$ cat config.mk
export PLATFORM = sky130hd
export DESIGN_NAME = serial_dac_front
export DESIGN_NICKNAME = d
export VERILOG_FILES = /design/src/rtl/sadc_pkg.sv /design/src/rtl/sadc_shift.sv /design/src/rtl/sadc_wordfsm.sv /design/src/rtl/sadc_codereg.sv /design/src/rtl/sadc_chanctl.sv /design/src/rtl/serial_dac_front.sv
export SDC_FILE = /design/constraint.sdc
export NUM_CORES = 1
export LEC_CHECK = 0
export BUFFER_PORTS_ARGS = -buffer_cell sky130_fd_sc_hd__clkbuf_2
export CORE_UTILIZATION = 55
export CTS_BUF_LIST = sky130_fd_sc_hd__clkbuf_2
export CTS_CLUSTER_DIAMETER = 120
export CTS_CLUSTER_SIZE = 12
export DETAILED_ROUTE_END_ITERATION = 16
export PLACE_DENSITY_LB_ADDON = 0.2
export SLEW_MARGIN = 40
export SYNTH_ARGS = -nofsm -noshare
export SYNTH_HDL_FRONTEND = slang
export SYNTH_SLANG_ARGS = --single-unit
export TNS_END_PERCENT = 20
$ cat constraint.sdc
create_clock -name clk -period 2.2 [get_ports clk]
set_input_delay 0.44 -clock clk [delete_from_list [all_inputs] [get_ports clk]]
set_output_delay 0.44 -clock clk [all_outputs]
set_load 0.02 [all_outputs]
$ cat src/rtl/sadc_pkg.sv
package sadc_pkg;

    // word-clock tracker states
    typedef enum logic [1:0] {
        WS_INIT = 2'd0,
        WS_HIGH = 2'd1,
        WS_LOW  = 2'd2
    } wfsm_e;

    // per-channel output stage states
    typedef enum logic [1:0] {
        CH_HOLD  = 2'd0,
        CH_INTEG = 2'd1,
        CH_PARK  = 2'd2
    } chst_e;

    localparam int unsigned NUM_CH = 2;
    localparam int unsigned CH_L   = 0;
    localparam int unsigned CH_R   = 1;

endpackage

$ cat src/rtl/sadc_shift.sv
module sadc_shift #(
    parameter int unsigned WORD_W = 16
) (
    input  logic              clk,
    input  logic              rst_n,
    input  logic              sdata,
    output logic [WORD_W-1:0] sreg
);

    // MSB arrives first, so each new bit enters at the LSB end
    always_ff @(posedge clk or negedge rst_n) begin
        if (!rst_n) begin
            sreg <= '0;
        end else begin
            sreg <= {sreg[WORD_W-2:0], sdata};
        end
    end

endmodule

$ cat src/rtl/sadc_wordfsm.sv
module sadc_wordfsm
    import sadc_pkg::*;
(
    input  logic clk,
    input  logic rst_n,
    input  logic wclk,
    output logic xfer
);

    wfsm_e state_q;
    wfsm_e state_d;

    always_ff @(posedge clk or negedge rst_n) begin
        if (!rst_n) begin
            state_q <= WS_INIT;
        end else begin
            state_q <= state_d;
        end
    end

    always_comb begin
        state_d = state_q;
        xfer    = 1'b0;
        unique case (state_q)
            WS_INIT: state_d = wclk ? WS_HIGH : WS_LOW;
            WS_HIGH: begin
                if (!wclk) begin
                    state_d = WS_LOW;
                    xfer    = 1'b1;
                end
            end
            WS_LOW:  if (wclk) state_d = WS_HIGH;
            default: state_d = WS_INIT;
        endcase
    end

endmodule

$ cat src/rtl/sadc_codereg.sv
module sadc_codereg #(
    parameter int unsigned WORD_W = 16
) (
    input  logic              clk,
    input  logic              rst_n,
    input  logic              xfer,
    input  logic              lrclk,
    input  logic              mode_single,
    input  logic              dac_sel,
    input  logic [WORD_W-1:0] sreg,
    output logic [WORD_W-1:0] code,
    output logic              code_vld,
    output logic              code_left
);

    logic accept;

    // single mode: sel 0 takes left-tagged (lr=1), sel 1 takes right-tagged (lr=0)
    always_comb begin
        accept = mode_single ? (lrclk ^ dac_sel) : 1'b1;
    end

    always_ff @(posedge clk or negedge rst_n) begin
        if (!rst_n) begin
            code      <= '0;
            code_vld  <= 1'b0;
            code_left <= 1'b0;
        end else begin
            code_vld <= xfer & accept;
            if (xfer && accept) begin
                code      <= sreg;
                code_left <= lrclk;
            end
        end
    end

endmodule

$ cat src/rtl/sadc_chanctl.sv
module sadc_chanctl
    import sadc_pkg::*;
(
    input  logic clk,
    input  logic rst_n,
    input  logic wclk,
    input  logic lrclk,
    input  logic mode_single,
    input  logic dac_sel,
    output logic integ_l,
    output logic integ_r,
    output logic park_l
);

    chst_e st_q [NUM_CH];
    chst_e st_d [NUM_CH];

    for (genvar c = 0; c < NUM_CH; c++) begin : g_ch
        localparam bit IS_LEFT = (c == CH_L);

        always_ff @(posedge clk or negedge rst_n) begin
            if (!rst_n) begin
                st_q[c] <= CH_HOLD;
            end else begin
                st_q[c] <= st_d[c];
            end
        end

        always_comb begin
            st_d[c] = CH_HOLD;
            if (mode_single) begin
                if (IS_LEFT) begin
                    st_d[c] = CH_PARK;
                end else if (wclk && (lrclk ^ dac_sel)) begin
                    st_d[c] = CH_INTEG;
                end
            end else if (wclk && (lrclk == IS_LEFT)) begin
                st_d[c] = CH_INTEG;
            end
        end
    end

    always_comb begin
        integ_l = 1'b0;
        integ_r = 1'b0;
        park_l  = 1'b0;
        unique case (st_q[CH_L])
            CH_HOLD:  integ_l = 1'b0;
            CH_INTEG: integ_l = 1'b1;
            CH_PARK:  park_l  = 1'b1;
            default:  integ_l = 1'b0;
        endcase
        unique case (st_q[CH_R])
            CH_HOLD:  integ_r = 1'b0;
            CH_INTEG: integ_r = 1'b1;
            default:  integ_r = 1'b0;
        endcase
    end

endmodule

$ cat src/rtl/serial_dac_front.sv
module serial_dac_front #(
    parameter int unsigned WORD_W = 16
) (
    input  logic              clk,
    input  logic              rst_n,
    input  logic              sdata,
    input  logic              wclk,
    input  logic              lrclk,
    input  logic              mode_single,
    input  logic              dac_sel,
    output logic [WORD_W-1:0] code,
    output logic              code_vld,
    output logic              code_left,
    output logic              integ_l,
    output logic              integ_r,
    output logic              park_l
);

    logic [WORD_W-1:0] sreg;
    logic              xfer;

    sadc_shift #(.WORD_W(WORD_W)) u_shift (
        .clk   (clk),
        .rst_n (rst_n),
        .sdata (sdata),
        .sreg  (sreg)
    );

    sadc_wordfsm u_wfsm (
        .clk   (clk),
        .rst_n (rst_n),
        .wclk  (wclk),
        .xfer  (xfer)
    );

    sadc_codereg #(.WORD_W(WORD_W)) u_code (
        .clk         (clk),
        .rst_n       (rst_n),
        .xfer        (xfer),
        .lrclk       (lrclk),
        .mode_single (mode_single),
        .dac_sel     (dac_sel),
        .sreg        (sreg),
        .code        (code),
        .code_vld    (code_vld),
        .code_left   (code_left)
    );

    sadc_chanctl u_chan (
        .clk         (clk),
        .rst_n       (rst_n),
        .wclk        (wclk),
        .lrclk       (lrclk),
        .mode_single (mode_single),
        .dac_sel     (dac_sel),
        .integ_l     (integ_l),
        .integ_r     (integ_r),
        .park_l      (park_l)
    );

endmodule

==> key figures, run 1 <==
Run status
  – Outcome: complete, no violations

Power
  – Reg power frac: 0.534
  – Clock share of power: 0.252
  – Leak pwr: 0.000767 µW
  – Logic pwr share: 0.214
  – Cell Int Power: 1160 µW
  – Peak VDD IR: 0.729 mV
  – Switching share of power: 0.287
  – Pwr Density: 1030 nW/µm²
  – Net load switching power: 469 µW

Route
  – Final WL: 1890 µm
  – First-pass DRT Iterations: 2
  – Antenna Nets Post-Route: 0
  – Via count: 688
  – Average wire per standard cell: 13.8 µm
  – DR iter-0 viols: 1
  – Drt drc: 0
  – Via density: about 5.0

Global routing
  – Vias in the first global route: 684
  – First-pass GRT wire length: between 3000 and 4000 µm
  – Initial antenna violation count: 0
  – Largest net degree at the start of global routing: 28
  – All-layer global routing usage: 0.180
  – GRT Residual Overflow: 0

Logic synthesis
  – Mapped cell area: 1340 µm²
  – Post-Synth Adder-Cell Area: 0
  – Yosys cell types: 16
  – Main synth FF type: dfrtp_1
  – Post-synthesis mux area share: 0.168
  – Yosys warnings: 0
  – Simple-gate portion of the synthesized area: 0.0384
  – Syn Inst Count: 72
  – Synth top cells by count: 39 x dfrtp_1, 9 x mux2_4, 7 x mux2_2
  – Post-synthesis sequential area ratio: 0.731
  – Post-synthesis async set-or-reset flop share: 1.00
  – Top cells by area, synth: dfrtp_1 73%, mux2_4 10%, mux2_2 5.9%, nor2b_1 1.9%, buf_12 1.5%
  – Synthesized area per cell: about 19 µm²
  – Largest family of logic cells by synthesized area: multiplexers
  – Post-synth EDFFs: 0
  – Top-area cell type share of the netlist area: 0.731
  – Most common cell in the netlist: dfrtp_1
  – Synthesized Nets: 79
  – Xor/xnor share of the synthesized area: 0.0131
  – Synth Area in Compound Gates: 0.0319
  – Synth Register Bits: 39
  – Yosys top cell by area: dfrtp_1

Place
  – Routability-driven placement congestion ratio: 0.699
  – I/O Buffers: 27
  – Final HPWL DP: 1290 µm
  – Pre-CTS WS: 0.396 ns
  – Placed insts: 128

Critical path
  – Startpoint Class: flip-flop
  – R2R Path End: u_code.code[14]$_DFFE_PN0P_
  – WS Path Type: flip-flop to flip-flop
  – Crit end category: flip-flop
  – CP Data Required Time: roughly 2.5 ns
  – R2r setup slk: around 0.6 ns
  – Worst R2R Path Depth: 4
  – Crit Reg-Reg Startpoint: u_wfsm.state_q[1]$_DFFE_PN0P_
  – Arr. time, crit path: 1.88 ns
  – Crit Path Max Fanout: 17

Min path
  – Hold depth: 1
  – Worst hold-check path type: primary input to flip-flop
  – Worst hold endpoint: u_shift.sreg[0]$_DFF_PN0_
  – Hold_sp: sdata

STA
  – Final period util: 0.725
  – Fmax: 627 MHz
  – Worst Skew: 0.0181 ns
  – Setup Viol. Count Final: 0
  – Final hold vios: 0
  – RSZ-0062 raised after global routing: false
  – Max transition margin: 0.781
  – Setup TNS: 0 ns
  – Final Worst Setup Slack: ~0.6 ns
  – Worst-Margin Slew: between 0.3 and 0.4 ns
  – Tmin final: 1.59 ns
  – Count of pins over their slew limit: 0

Job
  – Max Cap Viol: 0

Clock tree
  – Post CTS Setup Buffer Count: 0
  – Clock sink count: 39
  – CTS buffer count: 5
  – Root buf cell: clkbuf_2
  – Clock transition at path regs: 0.18 ns
  – CTS tree: done
  – Clock insertion delay at the later pin of the skew report: 0.39 ns
  – H-tree depth: 2
  – Clock buffer depth: 2
  – Cts repair resizes: 0
  – Hold_buf cts: 1

Final layout
  – Fill count: 170
  – Util after Layout: 0.704
  – Layout cell share with drive strength beyond 1: 0.505
  – N_diodes: 0
  – Non-Filler Instances: 137
  – Nets: roughly 120
  – Area growth syn-to-layout: 18.8%

Floorplan
  – Die width: just over 50 µm
  – Die height: 51.3 µm
  – Die area: 2630 µm²
  – I/O Pins: 28
  – Initial Utilization: 0.592
  – Placeable core area: ~2300 µm²
  – Cell Rows: 17
## cells in the final DEF (no fill, tap or decap)
| cell type | n |
|---|---|
| dfrtp_1 | 39 |
| clkbuf_2 | 32 |
| mux2_4 | 9 |
| mux2_2 | 7 |
| nor2b_1 | 4 |
| xnor2_1 | 2 |
| inv_1 | 1 |
| nor3b_1 | 1 |
| and2_2 | 1 |
| or3b_4 | 1 |
| a21oi_4 | 1 |
| a21boi_0 | 1 |
| mux2i_1 | 1 |
| o21ai_0 | 1 |
| o311ai_0 | 1 |
| a21oi_1 | 1 |
| clkinv_1 | 1 |
| bufinv_16 | 1 |
| clkinv_2 | 1 |
| dlygate4sd3_1 | 1 |
| buf_12 | 1 |
| buf_4 | 1 |
## per-stage QoR
step | power (µW) | cell area, µm² | hold WS (ns)
final | 1630 | 1590 | 0.146
after global routing | 1710 | 1590 | 0.101
after CTS | 1660 | 1590 | 0.116
after detailed placement | 1240 | 1510 | 0.347
after global placement | 1230 | 1510 | 0.332
after floorplan | 1110 | 1340 | 0.144
## sequential cells by signal, indices dropped and copies added (netlist names)
name,cells
u_code.code_left,1
u_wfsm.state_q,2
u_code.code,16
u_shift.sreg,16
u_code.code_vld,1
u_chan.st_q,3
## layer usage
metal | routed length (µm) | global-route usage
met1 | 912 | 0.236
met2 | 829 | 0.250
met3 | 120 | 0.0893
met4 | 31 | 0.0811
met5 | 0 | 0
## layout make-up
| type | count | area (µm²) | area share |
|---|---|---|---|
| Tap cell | 28 | 35.0 | 0.0221 |
| Clock inverter | 3 | 38.8 | 0.0244 |
| Clock buffer | 5 | 25.0 | 0.0158 |
| Inverter | 1 | 3.75 | 0.00237 |
| Multi-Input combinational cell | 31 | 335 | 0.211 |
| Sequential cell | 39 | 976 | 0.615 |
| Timing Repair Buffer | 30 | 173 | 0.109 |
## logic make-up after synthesis
| logic type | after synthesis |
|---|---|
| flip-flops | 39 |
| AND/OR/NAND/NOR | 7 |
| AO/OA/AOI/OAI | 5 |
| multiplexers | 17 |
| XOR/XNOR | 2 |
| buffers and inverters | 2 |
## worst max-delay path, cell delays in order (launching register included)
cell and delay (ns):
dfrtp_1 0.43, or3b_4 0.41, a21oi_4 0.15, buf_12 0.18
mux2_2 0.34
## worst max-delay path by stage
stage,depth (start not counted),to,start
global route,4,u_code.code[1]$_DFFE_PN0P_,u_wfsm.state_q[1]$_DFFE_PN0P_
CTS,4,u_code.code[15]$_DFFE_PN0P_,u_wfsm.state_q[1]$_DFFE_PN0P_
finish,4,u_code.code[14]$_DFFE_PN0P_,u_wfsm.state_q[1]$_DFFE_PN0P_
global placement,5,u_code.code[14]$_DFFE_PN0P_,wclk
floorplan,4,u_code.code[10]$_DFFE_PN0P_,wclk
detailed placement,5,u_code.code[15]$_DFFE_PN0P_,wclk
## power by group through the flow
stage	Sequential, µW	Combinational [µW]	Clock [µW]
final	872	349	412
after CTS	874	355	426
after floorplan	984	124	0
after global routing	887	375	452
after global placement	883	346	0
after detailed placement	889	352	0
No activity file was read; power rests on OpenSTA's default activity.
==> run 2, diff against run 1 <==
--- a/config.mk
+++ b/config.mk
@@ -5,6 +5,7 @@
 export SDC_FILE = /design/constraint.sdc
 export NUM_CORES = 1
 export LEC_CHECK = 0
+export ABC_AREA = 1
 export BUFFER_PORTS_ARGS = -buffer_cell sky130_fd_sc_hd__clkbuf_2
 export CORE_UTILIZATION = 55
 export CTS_BUF_LIST = sky130_fd_sc_hd__clkbuf_2
==> constraint.sdc (replaced) <==
create_clock -name clk -period 1.5 [get_ports clk]
set_input_delay 0.3 -clock clk [delete_from_list [all_inputs] [get_ports clk]]
set_output_delay 0.3 -clock clk [all_outputs]
set_load 0.02 [all_outputs]
==> run 2 against run 1 <==
Net effect:
- routed wire length increased by 14%
- sequential power grew 46%
- clock-buffer cell count up 1
- first-iteration DRC count grew to 14 times the previous value
- setup slack worse by 0.49 ns
- worst hold slack worse by 0.088 ns
- utilization is 0.056 points lower
- synthesized area increased by 1.2%
- cell count grew 28%
- sequential cell count unchanged
- via count increased by 28%
- total power increased by 40%
==> key figures, run 2 <==
STA
  – Max transition margin: 0.693
  – Fmax: 721 MHz
  – Final period util: 0.925
  – Worst-Margin Slew: 0.460 ns
  – Tmin final: 1.39 ns
  – Setup TNS: 0 ns
  – Count of pins over their slew limit: 0
  – Worst Skew: 0.0266 ns
  – Setup Viol. Count Final: 0
  – RSZ-0062 raised after global routing: false
  – Final hold vios: 0

Logic synthesis
  – Most common cell in the netlist: dfrtp_1
  – Mapped cell area: 1350 µm²
  – Synthesized Nets: 120
  – Main synth FF type: dfrtp_1
  – Synthesized area per cell: 12.0 µm²
  – Yosys cell types: 15
  – Post-synth EDFFs: 0
  – Post-synthesis sequential area ratio: 0.722
  – Post-synthesis async set-or-reset flop share: 1.00
  – Top cells by area, synth: dfrtp_1 72%, nand2_1 8.9%, nand3_1 6.7%, nand2_2 2.3%, inv_1 1.7%
  – Top-area cell type share of the netlist area: 0.722
  – Synth Register Bits: 39
  – Yosys warnings: 0
  – Syn Inst Count: about 110
  – Yosys top cell by area: dfrtp_1
  – Synth top cells by count: 39 x dfrtp_1, 32 x nand2_1, 18 x nand3_1

Clock tree
  – Cts repair resizes: 0
  – Post CTS Setup Buffer Count: 0
  – Hold_buf cts: 1
  – Clock insertion delay at the later pin of the skew report: ~0.38 ns
  – Clock transition at path regs: 0.18 ns
  – CTS buffer count: 5
  – CTS tree: done
  – Clock buffer depth: 2
  – Clock sink count: 39
  – H-tree depth: 2
  – Root buf cell: clkbuf_2

Critical path
  – WS Path Type: flip-flop to primary output
  – CP Data Required Time: 1.20 ns
  – Crit Path Max Fanout: 2
  – Arr. time, crit path: around 1.1 ns
  – Startpoint Class: flip-flop
  – Crit end category: primary output

Place
  – I/O Buffers: 27
  – Routability-driven placement congestion ratio: 0.727
  – Final HPWL DP: 1420 µm

Global routing
  – GRT Residual Overflow: 0
  – All-layer global routing usage: 0.206
  – Initial antenna violation count: 0
  – First-pass GRT wire length: around 3800 µm
  – Largest net degree at the start of global routing: 40
  – Vias in the first global route: 875

Final layout
  – Area growth syn-to-layout: 17.3%
  – Commonest non-fill, non-tap cell in the layout: dfrtp_1
  – Util after Layout: 0.703
  – Largest regs: u_code.code (16), u_shift.sreg (16), u_chan.st_q (3)
  – N_diodes: 0
  – Fill count: roughly 190
  – Most frequent cells in the layout: 39 x dfrtp_1, 33 x clkbuf_2, 32 x nand2_1
  – Layout cell share with drive strength beyond 1: 0.311
  – Nets: 155

Floorplan
  – Die area: 2660 µm²
  – Die height: 51.6 µm
  – Initial Utilization: 0.599
  – Cell Rows: 17
  – Placeable core area: 2250 µm²
  – I/O Pins: 28
  – Die width: around 52 µm

Route
  – Via density: 5.01
  – First-pass DRT Iterations: 4
  – DR iter-0 viols: 14
  – Drt drc: 0
  – Via count: 881
  – Final WL: 2150 µm
  – Average wire per standard cell: 12.2 µm
  – Antenna Nets Post-Route: 0

Power
  – Leak pwr: 0.000876 µW
  – Pwr Density: 1450 nW/µm²
  – Peak VDD IR: 1.01 mV

Run status
  – Outcome: complete, no violations

Min path
  – Worst hold-check path type: primary input to flip-flop

Job
  – Max Cap Viol: 0
==> run 2: cell types whose count changed after synthesis, moves of 2 or more <==
| cell | delta |
|---|---|
| nand2_1 | +32 |
| nand2_2 | +5 |
| mux2_2 | -7 |
| nor2_1 | +3 |
| nor2b_1 | -4 |
| mux2_4 | -9 |
| xnor2_1 | -2 |
| nand3_1 | +18 |
| inv_1 | +5 |
==> run 2: layout make-up <==
type / instances / area (µm²) / area share
timing repair buffer: 31 / 170 / 0.107
inverter: 7 / 26.3 / 0.0166
sequential: 39 / 976 / 0.616
tap: 28 / 35.0 / 0.0221
clock inverter: 1 / 30.0 / 0.0189
clock buffer: 6 / 30.0 / 0.0189
multi-input combinational: 64 / 318 / 0.200
==> run 2: metrics by stage <==
| stage | cells | cell area (µm²) | power [µW] | hold slack [ns] | setup slack (ns) |
|---|---|---|---|---|---|
| after global placement | 167 | 1510 | 1710 | 0.359 | 0.332 |
| final | 176 | 1590 | 2290 | 0.0573 | 0.112 |
| after floorplan | 113 | 1350 | 1550 | 0.00441 | 0.448 |
| after global routing | 176 | 1590 | 2410 | 0.0256 | 0.0339 |
| after CTS | 175 | 1580 | 2310 | 0.0201 | 0.103 |
| after detailed placement | 167 | 1510 | 1720 | 0.362 | 0.284 |
==> run 2: kinds of logic after synthesis <==
| family | after synthesis | synth area share |
|---|---|---|
| buffers and inverters | 10 | 0.0426 |
| DFF | 39 | 0.722 |
| and+or+nand+nor | 62 | 0.228 |
| AOI/OAI and AO/OA | 2 | 0.00741 |
==> run 2: report_power, final <==
group | internal (µW) | switching (µW)
logic | 142 | 290
registers | 1190 | 80.2
clock network | 281 | 314
==> run 2: critical path, stage by stage, from the launching register on <==
cell      delay (ns)
dfrtp_1         0.42
nor2_1          0.11
clkbuf_2        0.17
==> run 2: final timing paths <==
kind / depth (start not counted) / slack [ns] / start / end
min in group asynchronous: 3 / 0.46 / rst_n / u_code.code[14]$_DFFE_PN0P_
max: 2 / 0.11 / u_chan.st_q[3]$_DFF_PN0_ / integ_l
min reg2reg: 0 / 0.39 / u_shift.sreg[1]$_DFF_PN0_ / u_shift.sreg[2]$_DFF_PN0_
max in group asynchronous: 3 / 0.69 / rst_n / u_chan.st_q[2]$_DFF_PN0_
max reg2reg: 4 / 0.39 / u_wfsm.state_q[1]$_DFFE_PN0P_ / u_code.code[0]$_DFFE_PN0P_
min: 1 / 0.06 / mode_single / u_chan.st_q[3]$_DFF_PN0_
==> run 2: per-layer routing <==
metal / GRT usage / part of all wire
met3: 0.0643 / 0.046
met2: 0.316 / 0.49
met1: 0.248 / 0.45
met4: 0.140 / 0.015
met5: 0 / 0
